==> src/rtl/ovr_pkg.sv <==
package ovr_pkg;

   typedef enum logic [1:0] {
      PE_IDLE  = 2'd0,
      PE_PROG  = 2'd1,
      PE_ERASE = 2'd2
   } pe_mode_e;

   function automatic pe_mode_e pe_resolve(input logic lock, input logic p, input logic e);
      if (lock || (p == e)) return PE_IDLE;
      else if (p)           return PE_PROG;
      else                  return PE_ERASE;
   endfunction

endpackage

==> src/rtl/ovr_ctl_reg.sv <==
module ovr_ctl_reg #(
   parameter int DATA_W = 8,
   parameter int SEL_W  = 3,
   parameter int EN_BIT = 7
) (
   input  logic              clk,
   input  logic              rst_n,
   input  logic              we,
   input  logic [DATA_W-1:0] wdata,
   output logic              en,
   output logic [SEL_W-1:0]  sel,
   output logic [DATA_W-1:0] rdata
);

   if (EN_BIT < SEL_W || EN_BIT >= DATA_W) begin : g_bad_en_bit
      $error("ovr_ctl_reg: EN_BIT must sit above the selector and inside the data word");
   end

   logic unused_wdata;
   assign unused_wdata = ^wdata;

   always_ff @(posedge clk or negedge rst_n) begin
      if (!rst_n) begin
         en  <= 1'b0;
         sel <= '0;
      end else if (we) begin
         en  <= wdata[EN_BIT];
         sel <= wdata[SEL_W-1:0];
      end
   end

   always_comb begin
      rdata              = '0;
      rdata[EN_BIT]      = en;
      rdata[SEL_W-1:0]   = sel;
   end

endmodule

==> src/rtl/ovr_addr_map.sv <==
module ovr_addr_map #(
   parameter int          ADDR_W      = 24,
   parameter int          BLK_AW      = 12,
   parameter int          NUM_BLK     = 8,
   parameter int unsigned FLASH_BYTES = 32'h40000,
   parameter int unsigned RAM_LO      = 32'hFFD000,
   parameter int unsigned RAM_HI      = 32'hFFEFBF,
   localparam int         SEL_W       = $clog2(NUM_BLK)
) (
   input  logic              req,
   input  logic [ADDR_W-1:0] addr,
   input  logic              en,
   input  logic [SEL_W-1:0]  sel,
   output logic              flash_cs,
   output logic              ram_cs,
   output logic [ADDR_W-1:0] mem_addr
);

   localparam int                BLK_W     = ADDR_W - BLK_AW;
   localparam logic [ADDR_W:0]   FLASH_END = (ADDR_W+1)'(FLASH_BYTES);
   localparam logic [ADDR_W-1:0] RAM_LO_V  = ADDR_W'(RAM_LO);
   localparam logic [ADDR_W-1:0] RAM_HI_V  = ADDR_W'(RAM_HI);
   localparam logic [BLK_W-1:0]  WIN_TAG   = RAM_LO_V[ADDR_W-1:BLK_AW];

   if (RAM_LO_V[BLK_AW-1:0] != '0) begin : g_bad_align
      $error("ovr_addr_map: RAM window base must be block aligned");
   end
   if (RAM_LO + (32'd1 << BLK_AW) - 1 > RAM_HI) begin : g_bad_fit
      $error("ovr_addr_map: RAM window does not fit inside RAM");
   end
   if ((NUM_BLK << BLK_AW) > FLASH_BYTES) begin : g_bad_flash
      $error("ovr_addr_map: small blocks exceed the flash size");
   end

   logic [NUM_BLK-1:0] blk_hit;
   logic [NUM_BLK-1:0] sel_dec;

   for (genvar i = 0; i < NUM_BLK; i++) begin : g_blk
      assign blk_hit[i] = (addr[ADDR_W-1:BLK_AW] == BLK_W'(i));
      assign sel_dec[i] = (sel == SEL_W'(i));
   end

   logic redirect;
   logic in_flash;
   logic in_ram;

   assign redirect = en && |(blk_hit & sel_dec);
   assign in_flash = ({1'b0, addr} < FLASH_END);
   assign in_ram   = (addr >= RAM_LO_V) && (addr <= RAM_HI_V);

   assign flash_cs = req && in_flash && !redirect;
   assign ram_cs   = req && (in_ram || redirect);
   assign mem_addr = redirect ? {WIN_TAG, addr[BLK_AW-1:0]} : addr;

endmodule

==> src/rtl/ovr_pe_gate.sv <==
module ovr_pe_gate
   import ovr_pkg::*;
(
   input  logic lock,
   input  logic p_req,
   input  logic e_req,
   output logic mode_prog,
   output logic mode_erase
);

   pe_mode_e mode;

   assign mode       = pe_resolve(lock, p_req, e_req);
   assign mode_prog  = (mode == PE_PROG);
   assign mode_erase = (mode == PE_ERASE);

endmodule

==> src/rtl/flash_overlay_remap.sv <==
module flash_overlay_remap #(
   parameter int          ADDR_W      = 24,
   parameter int          DATA_W      = 8,
   parameter int          BLK_AW      = 12,
   parameter int          NUM_BLK     = 8,
   parameter int          EN_BIT      = 7,
   parameter int unsigned FLASH_BYTES = 32'h40000,
   parameter int unsigned RAM_LO      = 32'hFFD000,
   parameter int unsigned RAM_HI      = 32'hFFEFBF
) (
   input  logic              clk,
   input  logic              rst_n,
   input  logic              ctl_we,
   input  logic [DATA_W-1:0] ctl_wdata,
   output logic [DATA_W-1:0] ctl_rdata,
   input  logic              bus_req,
   input  logic [ADDR_W-1:0] bus_addr,
   output logic              flash_cs,
   output logic              ram_cs,
   output logic [ADDR_W-1:0] mem_addr,
   input  logic              pgm_req,
   input  logic              ers_req,
   output logic              mode_prog,
   output logic              mode_erase
);

   localparam int SEL_W = $clog2(NUM_BLK);

   if (NUM_BLK < 2 || (1 << SEL_W) != NUM_BLK) begin : g_bad_blk
      $error("flash_overlay_remap: NUM_BLK must be a power of two, at least 2");
   end
   if (ADDR_W > 31 || BLK_AW >= ADDR_W) begin : g_bad_aw
      $error("flash_overlay_remap: address widths out of range");
   end

   logic             ovl_en;
   logic [SEL_W-1:0] ovl_sel;

   ovr_ctl_reg #(
      .DATA_W (DATA_W),
      .SEL_W  (SEL_W),
      .EN_BIT (EN_BIT)
   ) u_ctl (
      .clk   (clk),
      .rst_n (rst_n),
      .we    (ctl_we),
      .wdata (ctl_wdata),
      .en    (ovl_en),
      .sel   (ovl_sel),
      .rdata (ctl_rdata)
   );

   ovr_addr_map #(
      .ADDR_W      (ADDR_W),
      .BLK_AW      (BLK_AW),
      .NUM_BLK     (NUM_BLK),
      .FLASH_BYTES (FLASH_BYTES),
      .RAM_LO      (RAM_LO),
      .RAM_HI      (RAM_HI)
   ) u_map (
      .req      (bus_req),
      .addr     (bus_addr),
      .en       (ovl_en),
      .sel      (ovl_sel),
      .flash_cs (flash_cs),
      .ram_cs   (ram_cs),
      .mem_addr (mem_addr)
   );

   ovr_pe_gate u_gate (
      .lock       (ovl_en),
      .p_req      (pgm_req),
      .e_req      (ers_req),
      .mode_prog  (mode_prog),
      .mode_erase (mode_erase)
   );

endmodule

==> config.mk <==
export PLATFORM = sky130hd
export DESIGN_NAME = flash_overlay_remap
export DESIGN_NICKNAME = d
export VERILOG_FILES = /design/src/rtl/ovr_pkg.sv /design/src/rtl/ovr_ctl_reg.sv /design/src/rtl/ovr_addr_map.sv /design/src/rtl/ovr_pe_gate.sv /design/src/rtl/flash_overlay_remap.sv
export SDC_FILE = /design/constraint.sdc
export NUM_CORES = 1
export LEC_CHECK = 0
export ABC_AREA = 1
export BUFFER_PORTS_ARGS = -buffer_cell sky130_fd_sc_hd__clkbuf_2
export CAP_MARGIN = 20
export CELL_PAD_IN_SITES_DETAIL_PLACEMENT = 0
export CELL_PAD_IN_SITES_GLOBAL_PLACEMENT = 1
export CORE_MARGIN = 4
export CORE_UTILIZATION = 20
export CTS_BUF_LIST = sky130_fd_sc_hd__clkbuf_2
export CTS_CLUSTER_SIZE = 25
export DETAILED_ROUTE_END_ITERATION = 6
export PLACE_DENSITY = 0.95
export SYNTH_ARGS = -nofsm -noshare
export SYNTH_HDL_FRONTEND = slang
export SYNTH_SLANG_ARGS = --single-unit
==> constraint.sdc <==
create_clock -name clk -period 1.9 [get_ports clk]
set_input_delay 0.38 -clock clk [delete_from_list [all_inputs] [get_ports clk]]
set_output_delay 0.38 -clock clk [all_outputs]
set_load 0.005 [all_outputs]
* Word-level counts from Yosys, hierarchy flattened
Cells that the tools add are included.
** Word-level totals
- Bits in registers :: 4
- Output and inout bits :: 36
- Word-level logic and storage cells :: 37
- Bits of input ports :: 38
** Cells by class
- Bitwise gates (word level) :: 1
- Reduce and logical (&&, ||, !) cells :: 11
- Eq/ne operators :: 17
- $lt $le $gt $ge :: 3
- Muxes and demuxes :: 3
** Operators by type and width (count)
- $eq 12x3->1 const B :: 4
- $eq 12x2->1 const B :: 2
- $ge 24x24->1 const B :: 1
- $le 24x24->1 const B :: 1
- $lt 24x19->1 const B :: 1
- $mux 24 :: 1
- $eq 12x1->1 const B :: 1
- $eq 3x3->1 const B :: 4
- $logic_not 12->1 :: 1
- $and 8x8->8 :: 1
- $reduce_or 8->1 :: 1
- $eq 3x2->1 const B :: 2
- $logic_and 1x1->1 :: 5
- $mux 2 :: 2
- $eq 3x1->1 const B :: 1
- $logic_not 3->1 :: 1
- $eq 2x1->1 const B :: 1
- $eq 2x2->1 const B :: 1
- $logic_or 1x1->1 :: 2
- $eq 1x1->1 :: 1
- $logic_not 1->1 :: 1

* Logic depth before layout (Yosys ltp)
Gate-level depths: netlist of run 1.
- Word-level depth :: 6
- Gate-level depth with buffers :: 7
- Gate-level depth less buffers :: 7

* Cells and area by module
A second synthesis of run 1 with hierarchy kept.
** Second synthesis, totals
- Cells, all modules :: 113
- Area total of the unflattened synthesis :: 640.6 µm²
** Modules (own cells, without submodules)
- ovr_addr_map :: instances 1, area an instance 410.4 µm², cells each 83, sequential area each 0.0 µm²
- ovr_ctl_reg :: instances 1, area an instance 212.7 µm², cells each 26, sequential area each 100.1 µm²
- ovr_pe_gate :: instances 1, area an instance 17.5 µm², cells each 4, sequential area each 0.0 µm²

* Worst setup path after synthesis of run 1
Ideal clock, no wire load.
- Path kind :: in2out
- Start point :: in bus_addr[19]
- End point :: out mem_addr[12]
- Buffers on the path :: 1
- Setup slack :: 556 ps
- Stages on the path :: 6
- Arrival time :: 964 ps
- Data required time :: 1520 ps
- Cell sequence :: nor2_1 nand2_1 nor2_1 nand3_2 buf_6 nand2_1
** Between the ends
- Longest elaborated chain between the ends :: 5
- Elaborated cells between the ends (all ways) :: 12
- Those cells by class :: 7 x eq/ne; 1 x mux; 1 x bitwise; 3 x reduce/logical
** Ends and longest elaborated chain
- from (decl) :: line flash_overlay_remap.sv:17 : input logic [ADDR_W-1:0] bus_addr,
- $eq 12x1->1 (tied with other cells) :: line ovr_addr_map.sv:39 : assign blk_hit[i] = (addr[ADDR_W-1:BLK_AW] == BLK_W'(i));
- $and 8x8->8 * :: line ovr_addr_map.sv:47 : assign redirect = en && |(blk_hit & sel_dec);
- $reduce_or 8->1 * :: line ovr_addr_map.sv:47
- $logic_and 1x1->1 * :: line ovr_addr_map.sv:47
- $mux 24 * :: line ovr_addr_map.sv:53 : assign mem_addr = redirect ? {WIN_TAG, addr[BLK_AW-1:0]} : addr;
- to (decl) :: line flash_overlay_remap.sv:20 : output logic [ADDR_W-1:0] mem_addr,
Every way passes the cells marked *; elsewhere a longest branch is shown, timed or not.

* Worst setup path in the final report of run 1
- Start point :: reg u_ctl.sel[0]
- End point :: out ram_cs
** Between the ends
- Longest elaborated chain between the ends :: 6
- Elaborated cells between the ends (all ways) :: 13
- Those cells by class :: 7 x eq/ne; 1 x bitwise; 5 x reduce/logical
** Ends and longest elaborated chain
- from (decl) :: line ovr_ctl_reg.sv:11 : output logic [SEL_W-1:0] sel,
- from (signal assigned) :: line ovr_ctl_reg.sv:28 : sel <= wdata[SEL_W-1:0];
- $eq 3x1->1 (tied with other cells) :: line ovr_addr_map.sv:40 : assign sel_dec[i] = (sel == SEL_W'(i));
- $and 8x8->8 * :: line ovr_addr_map.sv:47
- $reduce_or 8->1 * :: line ovr_addr_map.sv:47
- $logic_and 1x1->1 * :: line ovr_addr_map.sv:47
- $logic_or 1x1->1 * :: line ovr_addr_map.sv:52 : assign ram_cs = req && (in_ram || redirect);
- $logic_and 1x1->1 * :: line ovr_addr_map.sv:52
- to (decl) :: line flash_overlay_remap.sv:19 : output logic ram_cs,
Marked as above.

==> flow_metrics.tcl, run 1 <==
set metrics [dict create \
    maxCapViolations 0 \
    area_growth_pct 37.7 \
    status "finished clean" \
    vias 685 \
    core_area_um2 2810 \
    wl_per_cell_um 9.01 \
    async_flop_share_pct 100 \
    finClkSkew_ps 0 \
    io_pins 74 \
    worstSetupPathType "register to primary output" \
    synth_top_area_share_pct 22.7 \
    nets 189 \
    globalRouteOverflowTotal 0 \
    crit_chain "inv_1 -> nand2_1 -> nand2_1 -> nor2_2 -> nand3_4 -> a21oi_1 -> clkbuf_2" \
    grt_pass1_wl_um 2520 \
    numCtsBuffers 3 \
    place_ws_ps 132 \
    period_needed_ps 1710 \
    fp.dieH_um 62.5 \
    final_area_um2 818 \
    drt-pass1-iter-count 3 \
    cts_tree "done" \
    fmax_mhz 583 \
    ys_top_cells_by_count "nand2_1, inv_1, buf_4, nor2_1, dfrtp_1" \
    antenna_found_initial 0 \
    start_util_pct 21.2 \
    placementRows 19 \
    die_area_um2 3910 \
    netlist_area_um2 594 \
    tns_ps 0 \
    setup_viol 0 \
    die_w_um 62.5 \
    synth-edff-count 0 \
    grt_pass1_vias 612 \
    hpwl_um 1380 \
    num_antenna_cells 0 \
    end_kind "primary output" \
    hp-class "input port to register" \
    cts_root_buffer "clkbuf_2" \
    routed_wirelength_um 1620 \
    path_clk_slew_ps 40 \
    required_ps 1520 \
    synth-main-ff-cell "dfrtp_1" \
    finalCritPeriodShare_pct 90.2 \
    globalplace.congestion 0.687 \
    ir_drop_mv 0.303 \
    synth_warnings 0 \
    multi_input_area_um2 307 \
    via_per_inst 3.81 \
    regArea_um2 100 \
    start_kind "register" \
    powerDensity_nw_per_um2 370 \
    rsz0062_at_grt "no" \
    leakagePower_uw 0.000569 \
    slew_violations 0 \
    htreeDepth 1 \
    grtUsageTotal_pct 7.76 \
    cp.arrival_ps 1330 \
    finalHoldViolations 0 \
    synth.ff_latch_count 4 \
    synth_area_leaders "nand2_1, buf_4, dfrtp_1, inv_1, nor2_1" \
    clk_latency_ps 200 \
    crit_top_cell "nand2_1" \
    synth_most_common_cell "nand2_1" \
    dpl-instance-area_um2 771 \
    yosysTopAreaCell "nand2_1" \
    io_buffers 53 \
    cp_max_fo 7 \
    grt_max_degree 15 \
    finalPower_uw 303 \
    drt_iter0_markers 15 \
    drive_gt1_share_pct 43.0 \
    drc 0 \
    ys_types 16 \
    synthCells 106 \
    syn_area_per_cell_um2 5.61 \
    setup_ws_ps 186 \
    cts_sinks 4 \
    critPathMaxStageDelay_ps 370 \
    fillers 358 \
    worst_path_max_delay_cell "dfrtp_1" \
    clock_path_buffers 2 \
    drtAntennaViolNets 0 \
    ys_seq_area_share_pct 16.8 \
]
[layout by cell type, fill, tap and decap left out, types with 2 or more instances in the layout]
cell type  netlist  routed
clkbuf_2         0      56
mux2_2           2       2
nor3b_1          2       2
o21ai_0          2       2
conb_1           1       4
nand2_1         36      36
nor2_1          12      10
nand3_1          3       3
nor2_2           1       3
inv_1           21      21
dfrtp_1          4       4
[power by group]
part	internal [µW]	switching, µW	total [µW]
registers	93.8	8.55	102
logic	62.2	64.2	126
clock network	42.4	31.8	74.2
[flip-flops by register name, indices dropped and copies added, names as in the netlist]
signal     count
u_ctl.en       1
u_ctl.sel      3
[cell type report]
class / instances / area share (%)
Multi-Input combinational cell: 66 / 37.5
Timing Repair Buffer: 54 / 33.6
Tap cell: 31 / 4.74
Inverter: 22 / 10.1
Sequential cell: 4 / 12.2
Clock buffer: 3 / 1.83
[stage by stage]
step	utilization (%)	cells	hold slack, ps
5_1_grt	29.2	180	400
3_3_place_gp	27.5	175	187
2_1_floorplan	-	109	84.4
6_report	29.2	180	387
4_1_cts	28.4	179	376
3_5_place_dp	27.5	175	186
[critical path, delay by kind of cell, from the launching register on]
family | cells | cell delay (ps)
buf+inv | 2 | 190
compound gates | 1 | 140
flops | 1 | 370
simple gates | 4 | 410
[per-layer routing]
metal	wire, µm	GRT usage [%]
met4	0	3.58
met1	649	8.41
met5	0	0
met2	830	14.0
met3	142	1.98
[worst paths after layout]
kind,from,end,cells after the start,slack (ps)
worst max register to register,u_ctl.en$_DFFE_PN0P_,u_ctl.en$_DFFE_PN0P_,1,1100
worst max-delay path,u_ctl.sel[0]$_DFFE_PN0P_,ram_cs,7,190
worst min-delay path,ctl_wdata[2],u_ctl.sel[2]$_DFFE_PN0P_,3,390
min in group asynchronous,rst_n,u_ctl.sel[0]$_DFFE_PN0P_,2,520
max in group asynchronous,rst_n,u_ctl.sel[2]$_DFFE_PN0P_,2,1260
worst min register to register,u_ctl.sel[1]$_DFFE_PN0P_,u_ctl.sel[1]$_DFFE_PN0P_,1,580
[kinds of logic (layout without fill, tap and decap cells)]
| group | after synthesis | count (layout) | share of synthesized area, % |
|---|---|---|---|
| DFF | 4 | 4 | 16.8 |
| buffers and inverters | 40 | 79 | 37.3 |
| and+or+nand+nor | 56 | 57 | 38.9 |
| muxes | 2 | 2 | 3.79 |
| AOI/OAI and AO/OA | 3 | 3 | 2.53 |
| other | 1 | 4 | 0.631 |
[repair_timing]
action                                 CTS  global route
endpoints found under the hold margin    4             0
buffers inserted                         0             0
setup endpoints to repair                0             7
hold buffers                             1             0
resized for setup                        0             3
Power figures use the tool's default switching activity.
==> run 2, diff against run 1 <==
==> constraint.sdc (replaced) <==
create_clock -name clk -period 1.9 [get_ports clk]
set_input_delay 0.285 -clock clk [delete_from_list [all_inputs] [get_ports clk]]
set_output_delay 0.285 -clock clk [all_outputs]
set_load 0.005 [all_outputs]
==> run 2 against run 1 <==
- register-to-register slack about the same
- worst setup slack improved by 36 ps
- clock skew unchanged
- sequential share of layout area increased by 0.23 points
- core utilization decreased by 0.54 points
- first-iteration DRC count decreased by 20%
- largest power group unchanged
- critical path type unchanged
- sequential power about the same
- total power decreased by 1.4%
- critical path depth unchanged
- cell area decreased by 1.8%
==> flow_metrics.tcl, run 2 (synthesized netlist as in run 1, its figures left out) <==
set metrics [dict create \
    status "finished clean" \
    routed_wirelength_um 1560 \
    hold_slack_ps 301 \
    maxCapViolations 0 \
    die_w_um 62.5 \
    path_clk_slew_ps 40 \
    grt_pass1_wl_um 2590 \
    htreeDepth 1 \
    finalCritPeriodShare_pct 88.3 \
    core_area_um2 2810 \
    start_util_pct 21.2 \
    tns_ps 0 \
    p_clk_share_pct 24.4 \
    area_growth_pct 35.2 \
    grtUsageTotal_pct 7.94 \
    layout_common_cells "clkbuf_2, nand2_1, inv_1" \
    cts_root_buffer "clkbuf_2" \
    io_buffers 53 \
    globalplace.congestion 0.687 \
    start_kind "register" \
    switching_power_uw 101 \
    leakagePower_uw 0.000569 \
    hp-start "ctl_wdata[2]" \
    end_kind "primary output" \
    required_ps 1620 \
    die_area_um2 3910 \
    clock_path_buffers 2 \
    globalRouteOverflowTotal 0 \
    rr_startpoint "u_ctl.en$_DFFE_PN0P_" \
    worstSetupPathType "register to primary output" \
    top_regs "u_ctl.sel: 3 flops, u_ctl.en: 1 flops" \
    cell_internal_pwr_uw 198 \
    hpwl_um 1380 \
    drive_gt1_share_pct 41.2 \
    antenna_found_initial 0 \
    cts_tree "done" \
    finClkSkew_ps 0 \
    startpoint "u_ctl.sel[2]$_DFFE_PN0P_" \
    setup_viol 0 \
    cts_sinks 4 \
    grt_pass1_vias 635 \
    via_per_inst 3.82 \
    cp_max_fo 14 \
    place_ws_ps 313 \
    fin_util_pct 28.6 \
    nets 188 \
    numCtsBuffers 3 \
    fp.dieH_um 62.5 \
    clk_latency_ps 200 \
    cp.arrival_ps 1390 \
    setup_ws_ps 222 \
    rsz0062_at_grt "no" \
    multi_input_area_um2 292 \
    placementRows 19 \
    largest_register_ff_count 3 \
    power.share.combinational_pct 41.2 \
    final_common_cell "clkbuf_2" \
    regArea_um2 100 \
    period_needed_ps 1680 \
    powerDensity_nw_per_um2 372 \
    switching_share_pct 33.9 \
    wl_per_cell_um 8.69 \
    finalHoldViolations 0 \
    fillers 336 \
    post-cts-setup-buffers 0 \
    drt-pass1-iter-count 2 \
    regMostFlops "u_ctl.sel" \
    num_antenna_cells 0 \
    seq_power_share_pct 34.4 \
    io_pins 74 \
    drt_iter0_markers 12 \
    slew_violations 0 \
    drc 0 \
    grt_max_degree 15 \
    vias 683 \
    hp-class "input port to register" \
    ir_drop_mv 0.223 \
    drtAntennaViolNets 0 \
    fmax_mhz 596 \
]
[run 2: cell types whose count changed in the layout (fill, tap and decap cells not counted)]
| cell | change |
|---|---|
| nor2_1 | +2 |
| nand3_2 | -1 |
| nor2_2 | -2 |
[run 2: final cells by class]
cell class                      instances  share of cell area, %
Multi-Input combinational cell         65                   36.3
Timing Repair Buffer                   54                   34.3
Sequential cell                         4                   12.5
Inverter                               22                   10.3
Tap cell                               31                   4.83
Clock buffer                            3                   1.87
[run 2: through the flow]
stage / area, µm² / std cells / power [µW]
final: 803 / 179 / 299
after global routing: 803 / 179 / 327
after CTS: 796 / 179 / 305
after detailed placement: 771 / 175 / 226
after global placement: 771 / 175 / 224
after floorplan: 606 / 109 / 179
[run 2: worst paths after layout]
| kind | end | slack [ps] | cells after the start |
|---|---|---|---|
| hold / removal | u_ctl.sel[2]$_DFFE_PN0P_ | 300 | 3 |
| min in group asynchronous | u_ctl.sel[0]$_DFFE_PN0P_ | 430 | 2 |
| setup / recovery | ram_cs | 220 | 7 |
| max in group asynchronous | u_ctl.sel[2]$_DFFE_PN0P_ | 1340 | 2 |
| hold reg to reg | u_ctl.sel[1]$_DFFE_PN0P_ | 580 | 1 |
| setup reg to reg | u_ctl.en$_DFFE_PN0P_ | 1090 | 1 |
[run 2: metal layers]
metal  global-route usage, %  routed length (µm)  vias up
met5                       0                   0        -
met4                    3.58                   7        0
met3                    1.62                 136        2
met2                    14.6                 786       28
met1                    8.63                 626      279
li1                        -                   -      374
[run 2: what timing repair did]
item | in CTS | in global routing
resized for setup | 0 | 1
setup endpoints to repair | 0 | 1
hold buffers | 1 | 0
endpoints found under the hold margin | 4 | 0
[run 2: power groups by stage]
stage	combinational, µW	sequential (µW)	clock [µW]
global route	141	105	81.2
finish	123	103	73.0
detailed placement	122	104	0
global placement	120	104	0
floorplan	76.8	102	0
CTS	124	103	77.8
[run 2: worst max-delay path, cell delays in order, from the launching register on]
cell and delay [ps]:
dfrtp_1 370, inv_1 70, nand2_1 60, nand2_1 40
nor2_1 160, nand3_4 190, a21oi_1 170, clkbuf_2 120
